File: config.mk
export PLATFORM = sky130hd
export DESIGN_NAME = rx_timeout_wdg
export DESIGN_NICKNAME = d
export VERILOG_FILES = /design/src/rtl/rx_wdg_pkg.sv /design/src/rtl/rx_wdg_prescale.sv /design/src/rtl/rx_wdg_phase.sv /design/src/rtl/rx_timeout_wdg.sv
export SDC_FILE = /design/constraint.sdc
export NUM_CORES = 1
export LEC_CHECK = 0
export CORE_UTILIZATION = 48
export DETAILED_ROUTE_END_ITERATION = 7
export PLACE_DENSITY = 0.82
export SLEW_MARGIN = 20
export SYNTH_ARGS = -nofsm -noshare
export SYNTH_HDL_FRONTEND = slang
export SYNTH_HIERARCHICAL = 1
export SYNTH_SLANG_ARGS = --single-unit
File: constraint.sdc
create_clock -name clk_i -period 6.7 [get_ports clk_i]
set_clock_uncertainty 0.15 [all_clocks]
set_input_delay 0.67 -clock clk_i [delete_from_list [all_inputs] [get_ports clk_i]]
set_output_delay 0.67 -clock clk_i [all_outputs]
set_load 0.01 [all_outputs]
File: src/rtl/rx_wdg_pkg.sv
package rx_wdg_pkg;

    typedef enum logic [1:0] {
        PH_IDLE         = 2'd0,
        PH_WAIT_RSSI    = 2'd1,
        PH_WAIT_PAYLOAD = 2'd2,
        PH_DONE         = 2'd3
    } wdg_phase_e;

    typedef struct packed {
        wdg_phase_e phase;
        logic       flag;
    } wdg_ctrl_t;

    localparam int unsigned NUM_PHASES = 2;

endpackage

File: src/rtl/rx_wdg_prescale.sv
module rx_wdg_prescale #(
    parameter int unsigned PRE_W = 4
) (
    input  logic clk_i,
    input  logic rst_ni,
    input  logic clr_i,
    input  logic tick_i,
    output logic wrap_o
);
    localparam logic [PRE_W-1:0] PRE_LAST = {PRE_W{1'b1}};

    typedef struct packed {
        logic [PRE_W-1:0] cnt;
    } pre_state_t;

    pre_state_t st_d, st_q;

    always_comb begin
        st_d = st_q;
        if (clr_i) begin
            st_d.cnt = '0;
        end else if (tick_i) begin
            st_d.cnt = st_q.cnt + 1'b1;
        end
    end

    assign wrap_o = tick_i && (st_q.cnt == PRE_LAST);

    always_ff @(posedge clk_i or negedge rst_ni) begin
        if (!rst_ni) st_q <= '0;
        else         st_q <= st_d;
    end
endmodule

File: src/rtl/rx_wdg_phase.sv
module rx_wdg_phase #(
    parameter int unsigned CNT_W = 8
) (
    input  logic             clk_i,
    input  logic             rst_ni,
    input  logic             clr_i,
    input  logic             unit_i,
    input  logic [CNT_W-1:0] limit_i,
    output logic             expire_o
);
    typedef struct packed {
        logic [CNT_W-1:0] units;
    } ph_state_t;

    ph_state_t st_d, st_q;
    logic [CNT_W:0] units_next;

    always_comb begin
        units_next = {1'b0, st_q.units} + 1'b1;
        st_d = st_q;
        if (clr_i) begin
            st_d.units = '0;
        end else if (unit_i) begin
            st_d.units = units_next[CNT_W-1:0];
        end
    end

    assign expire_o = unit_i && (limit_i != '0) && (units_next >= {1'b0, limit_i});

    always_ff @(posedge clk_i or negedge rst_ni) begin
        if (!rst_ni) st_q <= '0;
        else         st_q <= st_d;
    end
endmodule

File: src/rtl/rx_timeout_wdg.sv
module rx_timeout_wdg
    import rx_wdg_pkg::*;
#(
    parameter int unsigned CNT_W = 8,
    parameter int unsigned PRE_W = 4
) (
    input  logic             clk_i,
    input  logic             rst_ni,
    input  logic             rx_active_i,
    input  logic             bit_tick_i,
    input  logic             rssi_hit_i,
    input  logic             payload_rdy_i,
    input  logic [CNT_W-1:0] start_limit_i,
    input  logic [CNT_W-1:0] rssi_limit_i,
    input  logic             timeout_clr_i,
    output logic             timeout_o
);
    wdg_ctrl_t st_d, st_q;

    logic [CNT_W-1:0] limit_a  [NUM_PHASES];
    logic             cancel_a [NUM_PHASES];
    logic             count_en [NUM_PHASES];
    logic             unit_a   [NUM_PHASES];
    logic             expire_a [NUM_PHASES];
    logic             any_en;
    logic             wrap;
    logic             restart;

    assign limit_a[0]  = start_limit_i;
    assign limit_a[1]  = rssi_limit_i;
    assign cancel_a[0] = rssi_hit_i;
    assign cancel_a[1] = payload_rdy_i;

    assign any_en  = count_en[0] || count_en[1];
    assign restart = !rx_active_i || (st_d.phase != st_q.phase);

    rx_wdg_prescale #(.PRE_W(PRE_W)) u_pre (
        .clk_i  (clk_i),
        .rst_ni (rst_ni),
        .clr_i  (restart),
        .tick_i (bit_tick_i && any_en),
        .wrap_o (wrap)
    );

    for (genvar g = 0; g < NUM_PHASES; g++) begin : g_phase
        localparam wdg_phase_e OWN_PH = (g == 0) ? PH_WAIT_RSSI : PH_WAIT_PAYLOAD;
        logic in_phase;

        assign in_phase    = (st_q.phase == OWN_PH);
        assign count_en[g] = rx_active_i && in_phase && !cancel_a[g] && (limit_a[g] != '0);
        assign unit_a[g]   = wrap && in_phase;

        rx_wdg_phase #(.CNT_W(CNT_W)) u_ph (
            .clk_i    (clk_i),
            .rst_ni   (rst_ni),
            .clr_i    (restart),
            .unit_i   (unit_a[g]),
            .limit_i  (limit_a[g]),
            .expire_o (expire_a[g])
        );
    end

    always_comb begin
        logic fire;
        fire = 1'b0;
        st_d = st_q;
        if (!rx_active_i) begin
            st_d.phase = PH_IDLE;
            st_d.flag  = 1'b0;
        end else begin
            unique case (st_q.phase)
                PH_IDLE: begin
                    st_d.phase = rssi_hit_i ? PH_WAIT_PAYLOAD : PH_WAIT_RSSI;
                end
                PH_WAIT_RSSI: begin
                    if (rssi_hit_i) begin
                        st_d.phase = PH_WAIT_PAYLOAD;
                    end else if (expire_a[0]) begin
                        st_d.phase = PH_DONE;
                        fire       = 1'b1;
                    end
                end
                PH_WAIT_PAYLOAD: begin
                    if (payload_rdy_i) begin
                        st_d.phase = PH_DONE;
                    end else if (expire_a[1]) begin
                        st_d.phase = PH_DONE;
                        fire       = 1'b1;
                    end
                end
                default: st_d.phase = PH_DONE;
            endcase
            st_d.flag = fire || (st_q.flag && !timeout_clr_i);
        end
    end

    always_ff @(posedge clk_i or negedge rst_ni) begin
        if (!rst_ni) st_q <= '{phase: PH_IDLE, flag: 1'b0};
        else         st_q <= st_d;
    end

    assign timeout_o = st_q.flag;
endmodule

==> out/summary.log <==
[global_routing] first-pass GRT wire length 6.32 mm
[placed_design] gpl congestion 0.781
[die] core region area 3770 um^2
[power_and_ir_drop] leakage power total 1.07 nW
[worst_setup_path] slowest cell delay on critical path 0.57 ns
[sta] Hold Fails Final Rpt 0
[worst_setup_path] data arrival time of the critical path 4.67 ns
[worst_setup_path] Critical Path RT 6.76 ns
[global_routing] number of antenna violations at the first check in global routing 0
[worst_hold_path] worst min-delay path category in2async
[synthesis] count of flip-flops with a built-in enable after synthesis 0
[die] Cell Rows 22
[placed_design] total cell area at the placement stage 2190 um^2
[global_routing] number of global-route vias before repair 1535
[worst_setup_path] R2R Path Start st_q[1]
[layout] post-route design area 2230 um^2
[synthesis] cells after synthesis 225
[clock_tree] clk sink count 23
[synthesis] count of synthesis-stage warnings from yosys 6
[layout] net count of the finished layout 293
[sta] unrepaired setup endpoints after global routing false
[worst_setup_path] startpoint type of the worst setup path input port
[synthesis] mean cell area of the mapped netlist 8.70 um^2
[clock_tree] CTS tree done
[routing] Routed WL per cell 12.3 um
[power_and_ir_drop] largest voltage drop on the vdd net 0.0789 mV
[die] starting density of the core 51.9%
[layout] area taken by flip-flops and latches 576 um^2
[sta] final critical path time including I/O delays and setup 4.60 ns
[power_and_ir_drop] Power Dens Cells 142 nW/um^2
[sta] final worst path period share 68.7%
[layout] Synth-to-Final Area Change 14.2%
[job] count of maximum capacitance violations 0
[routing] initial drt markers 75
[die] Die Y 65.9 um
[die] Top-Level Pins 24
[clock_tree] level count of the clock H-tree 1
[layout] total of fill cells in the finished design 352
[clock_tree] CTS Buf Count 3
[placed_design] HPWL after DPL 2.92 mm
[synthesis] flip-flop and latch count after synthesis 23
[worst_setup_path] Crit-path slowest cell sky130_fd_sc_hd__nand3_1
[layout] number of diodes added for antenna fixing 0
[synthesis] post-synthesis instance area 1960 um^2
[routing] count of TritonRoute iterations in the first routing pass 4
[routing] post-route antenna net violation count 0
[sta] Tightest Pin Transition 0.777 ns
[global_routing] global router's overall resource usage 19.0%
[layout] fraction of final layout cells sized beyond drive strength 1 6.94%
[run_status] outcome finished clean
[synthesis] sequential-to-total area share from yosys stat 29.4%
[sta] worst-case headroom to the max-slew limit 48.1%
[sta] Setup Total Neg Slack 0 ns
[global_routing] leftover overflow at the end of global routing 0
[layout] final cell utilization of the core 59.3%
[worst_setup_path] Worst Setup End Kind flop
[clock_tree] total setup buffers inserted after CTS 0
[die] die area 4340 um^2
[clock_tree] clock transition at the registers of the reported paths 0.08 ns
[worst_setup_path] CP Max Fanout 21
[layout] area of the multi-input gates 1260 um^2
[worst_setup_path] CP Launch Point rssi_limit_i[0]
[synthesis] Top FF cell, synth sky130_fd_sc_hd__dfrtp_1
[worst_setup_path] timing endpoint of the critical path u_pre/st_q[3]
[routing] DRC violations left 0
[clock_tree] number of buffers between clock root and the deepest sink 2
[worst_setup_path] Setup CP Type in2reg
[placed_design] number of I/O port buffers 23
[sta] Slew Viols, Final 0
[routing] total wire length 3.59 mm
[routing] average via count per standard cell 5.27
[clock_tree] Hold-fix buffers, CTS 0
[clock_tree] Root Buffer sky130_fd_sc_hd__clkbuf_8
[worst_setup_path] Worst Reg-to-Reg Cells 16
[worst_setup_path] worst reg2reg setup slack 2.30 ns
[routing] routed vias 1544
[sta] setup violation total in the final timing report 0
[worst_setup_path] RR Endpoint u_pre/st_q[3]
[synthesis] post-synthesis cell type count 35
[worst_setup_path] cells along the critical path clkdlybuf4s50_1, nor4_1, nand2_1, nand3b_1, a21oi_1, and4_1, and2_1, inv_2, a21oi_1, nand2_1, o21ai_0, nor3_1, o32ai_2, xnor2_1, nand3_1, nor2b_1, mux2_4
[synthesis] share of flip-flops with an asynchronous set or reset after synthesis 100%
[sta] highest clock rate 0.217 GHz
[global_routing] pin count of the biggest net entering global routing 24
[die] width of the die 65.9 um
[clock_tree] post-cts resize count 0
[clock_tree] later-pin clock latency in the skew report 0.27 ns
[synthesis] net count after synthesis 272
==> per-layer routing <==
layer	global-route usage, %	up-vias	share of wire, %
met5	0	-	0
met4	7.61	0	1.2
met3	1.55	5	3.0
met2	33.9	19	49
met1	23.3	717	47
li1	-	803	-
==> where the power goes <==
group | switching, mW | internal [mW]
Combinational | 0.0477 | 0.0355
Clock | 0.0443 | 0.0416
Sequential | 0.00550 | 0.142
==> cell families (layout without fill, tap and decap cells) <==
kind of cell,count (synthesis),count (layout),synth area share [%]
XOR/XNOR,29,29,13.0
adder cells (fa/ha/maj),24,24,15.3
multiplexers,4,4,2.30
flip-flops,23,23,29.4
AO/OA/AOI/OAI,26,26,8.12
AND/OR/NAND/NOR,94,94,25.6
buffers and inverters,25,45,6.20
==> metrics by stage <==
stage               std cells  total power [mW]  hold WS [ns]  worst slack (ns)
floorplan                 225             0.205         0.224              3.37
global placement          289             0.232         0.394              1.99
detailed placement        289             0.234         0.402              1.82
CTS                       293             0.320         0.419              2.09
global route              293             0.335         0.255              1.64
finish                    293             0.316         0.212              2.10
==> worst min-delay path by stage <==
stage / from / end / slack (ns) / cells past startpoint
after floorplan: rst_ni / g_phase[0].u_ph/st_q[0] / 0.22 / 0
after global placement: timeout_o / timeout_o / 0.39 / 2
after detailed placement: timeout_o / timeout_o / 0.40 / 2
after CTS: timeout_o / timeout_o / 0.42 / 2
after global routing: rst_ni / g_phase[0].u_ph/st_q[4] / 0.26 / 1
final: rst_ni / g_phase[0].u_ph/st_q[0] / 0.21 / 1
==> synth_stat cells (3+ instances only) <==
cell                       number  area (um^2)
sky130_fd_sc_hd__a21oi_1       12         60.1
sky130_fd_sc_hd__and2_1         5         31.3
sky130_fd_sc_hd__buf_6          3         33.8
sky130_fd_sc_hd__dfrtp_1       23          576
sky130_fd_sc_hd__ha_1          24          300
sky130_fd_sc_hd__inv_1         16         60.1
sky130_fd_sc_hd__mux2i_1        3         30.0
sky130_fd_sc_hd__nand2_1       25         93.8
sky130_fd_sc_hd__nand3_1        6         30.0
sky130_fd_sc_hd__nand3b_1       3         22.5
sky130_fd_sc_hd__nor2_1        26         97.6
sky130_fd_sc_hd__nor2b_1        3         18.8
sky130_fd_sc_hd__nor4_1         9         56.3
sky130_fd_sc_hd__o21ai_0        9         45.0
sky130_fd_sc_hd__xnor2_1       11         96.3
sky130_fd_sc_hd__xor2_1        18          158
==> layout by cell type (no fill, tap or decap), types with 2 or more instances in the layout <==
| master | Yosys | final |
|---|---|---|
| sky130_fd_sc_hd__clkbuf_8 | 0 | 3 |
| sky130_fd_sc_hd__xnor2_1 | 11 | 11 |
| sky130_fd_sc_hd__a41o_1 | 2 | 2 |
| sky130_fd_sc_hd__nor4_1 | 9 | 9 |
| sky130_fd_sc_hd__ha_1 | 24 | 24 |
| sky130_fd_sc_hd__and2_1 | 5 | 5 |
| sky130_fd_sc_hd__nand3_2 | 2 | 2 |
| sky130_fd_sc_hd__nor2b_1 | 3 | 3 |
| sky130_fd_sc_hd__nor4_2 | 2 | 2 |
| sky130_fd_sc_hd__inv_2 | 2 | 2 |
| sky130_fd_sc_hd__a21oi_1 | 12 | 12 |
| sky130_fd_sc_hd__nor2_1 | 26 | 26 |
| sky130_fd_sc_hd__and3_2 | 2 | 2 |
| sky130_fd_sc_hd__inv_1 | 16 | 16 |
| sky130_fd_sc_hd__or3_1 | 2 | 2 |
| sky130_fd_sc_hd__mux2i_1 | 3 | 3 |
| sky130_fd_sc_hd__clkdlybuf4s50_1 | 0 | 22 |
| sky130_fd_sc_hd__dfrtp_1 | 23 | 23 |
| sky130_fd_sc_hd__nand2_1 | 25 | 25 |
| sky130_fd_sc_hd__and3b_1 | 2 | 2 |
| sky130_fd_sc_hd__o21ai_0 | 9 | 9 |
| sky130_fd_sc_hd__xor2_1 | 18 | 18 |
| sky130_fd_sc_hd__nand3_1 | 6 | 6 |
| sky130_fd_sc_hd__and3_1 | 2 | 2 |
| sky130_fd_sc_hd__nand3b_1 | 3 | 3 |
==> sequential cells by signal, summed over array words and instances (netlist names) <==
signal / cells
st_q: 2
u_pre/st_q: 4
timeout_o: 1
g_phase.u_ph/st_q: 16
==> worst max-delay path, delay by kind of cell <==
family          cells  cell delay, ns
xor+xnor            1            0.15
simple gates        9            1.85
compound gates      4            1.22
buf+inv             2            0.59
mux                 1            0.17
==> cell type report <==
class	instances	area share, %
inverter	18	3.02
clock inverter	1	0.224
timing repair buffer	23	10.1
tap	48	2.69
clock buffer	3	1.85
multi-input combinational	177	56.4
sequential	23	25.8
Power figures use the tool's default switching activity.
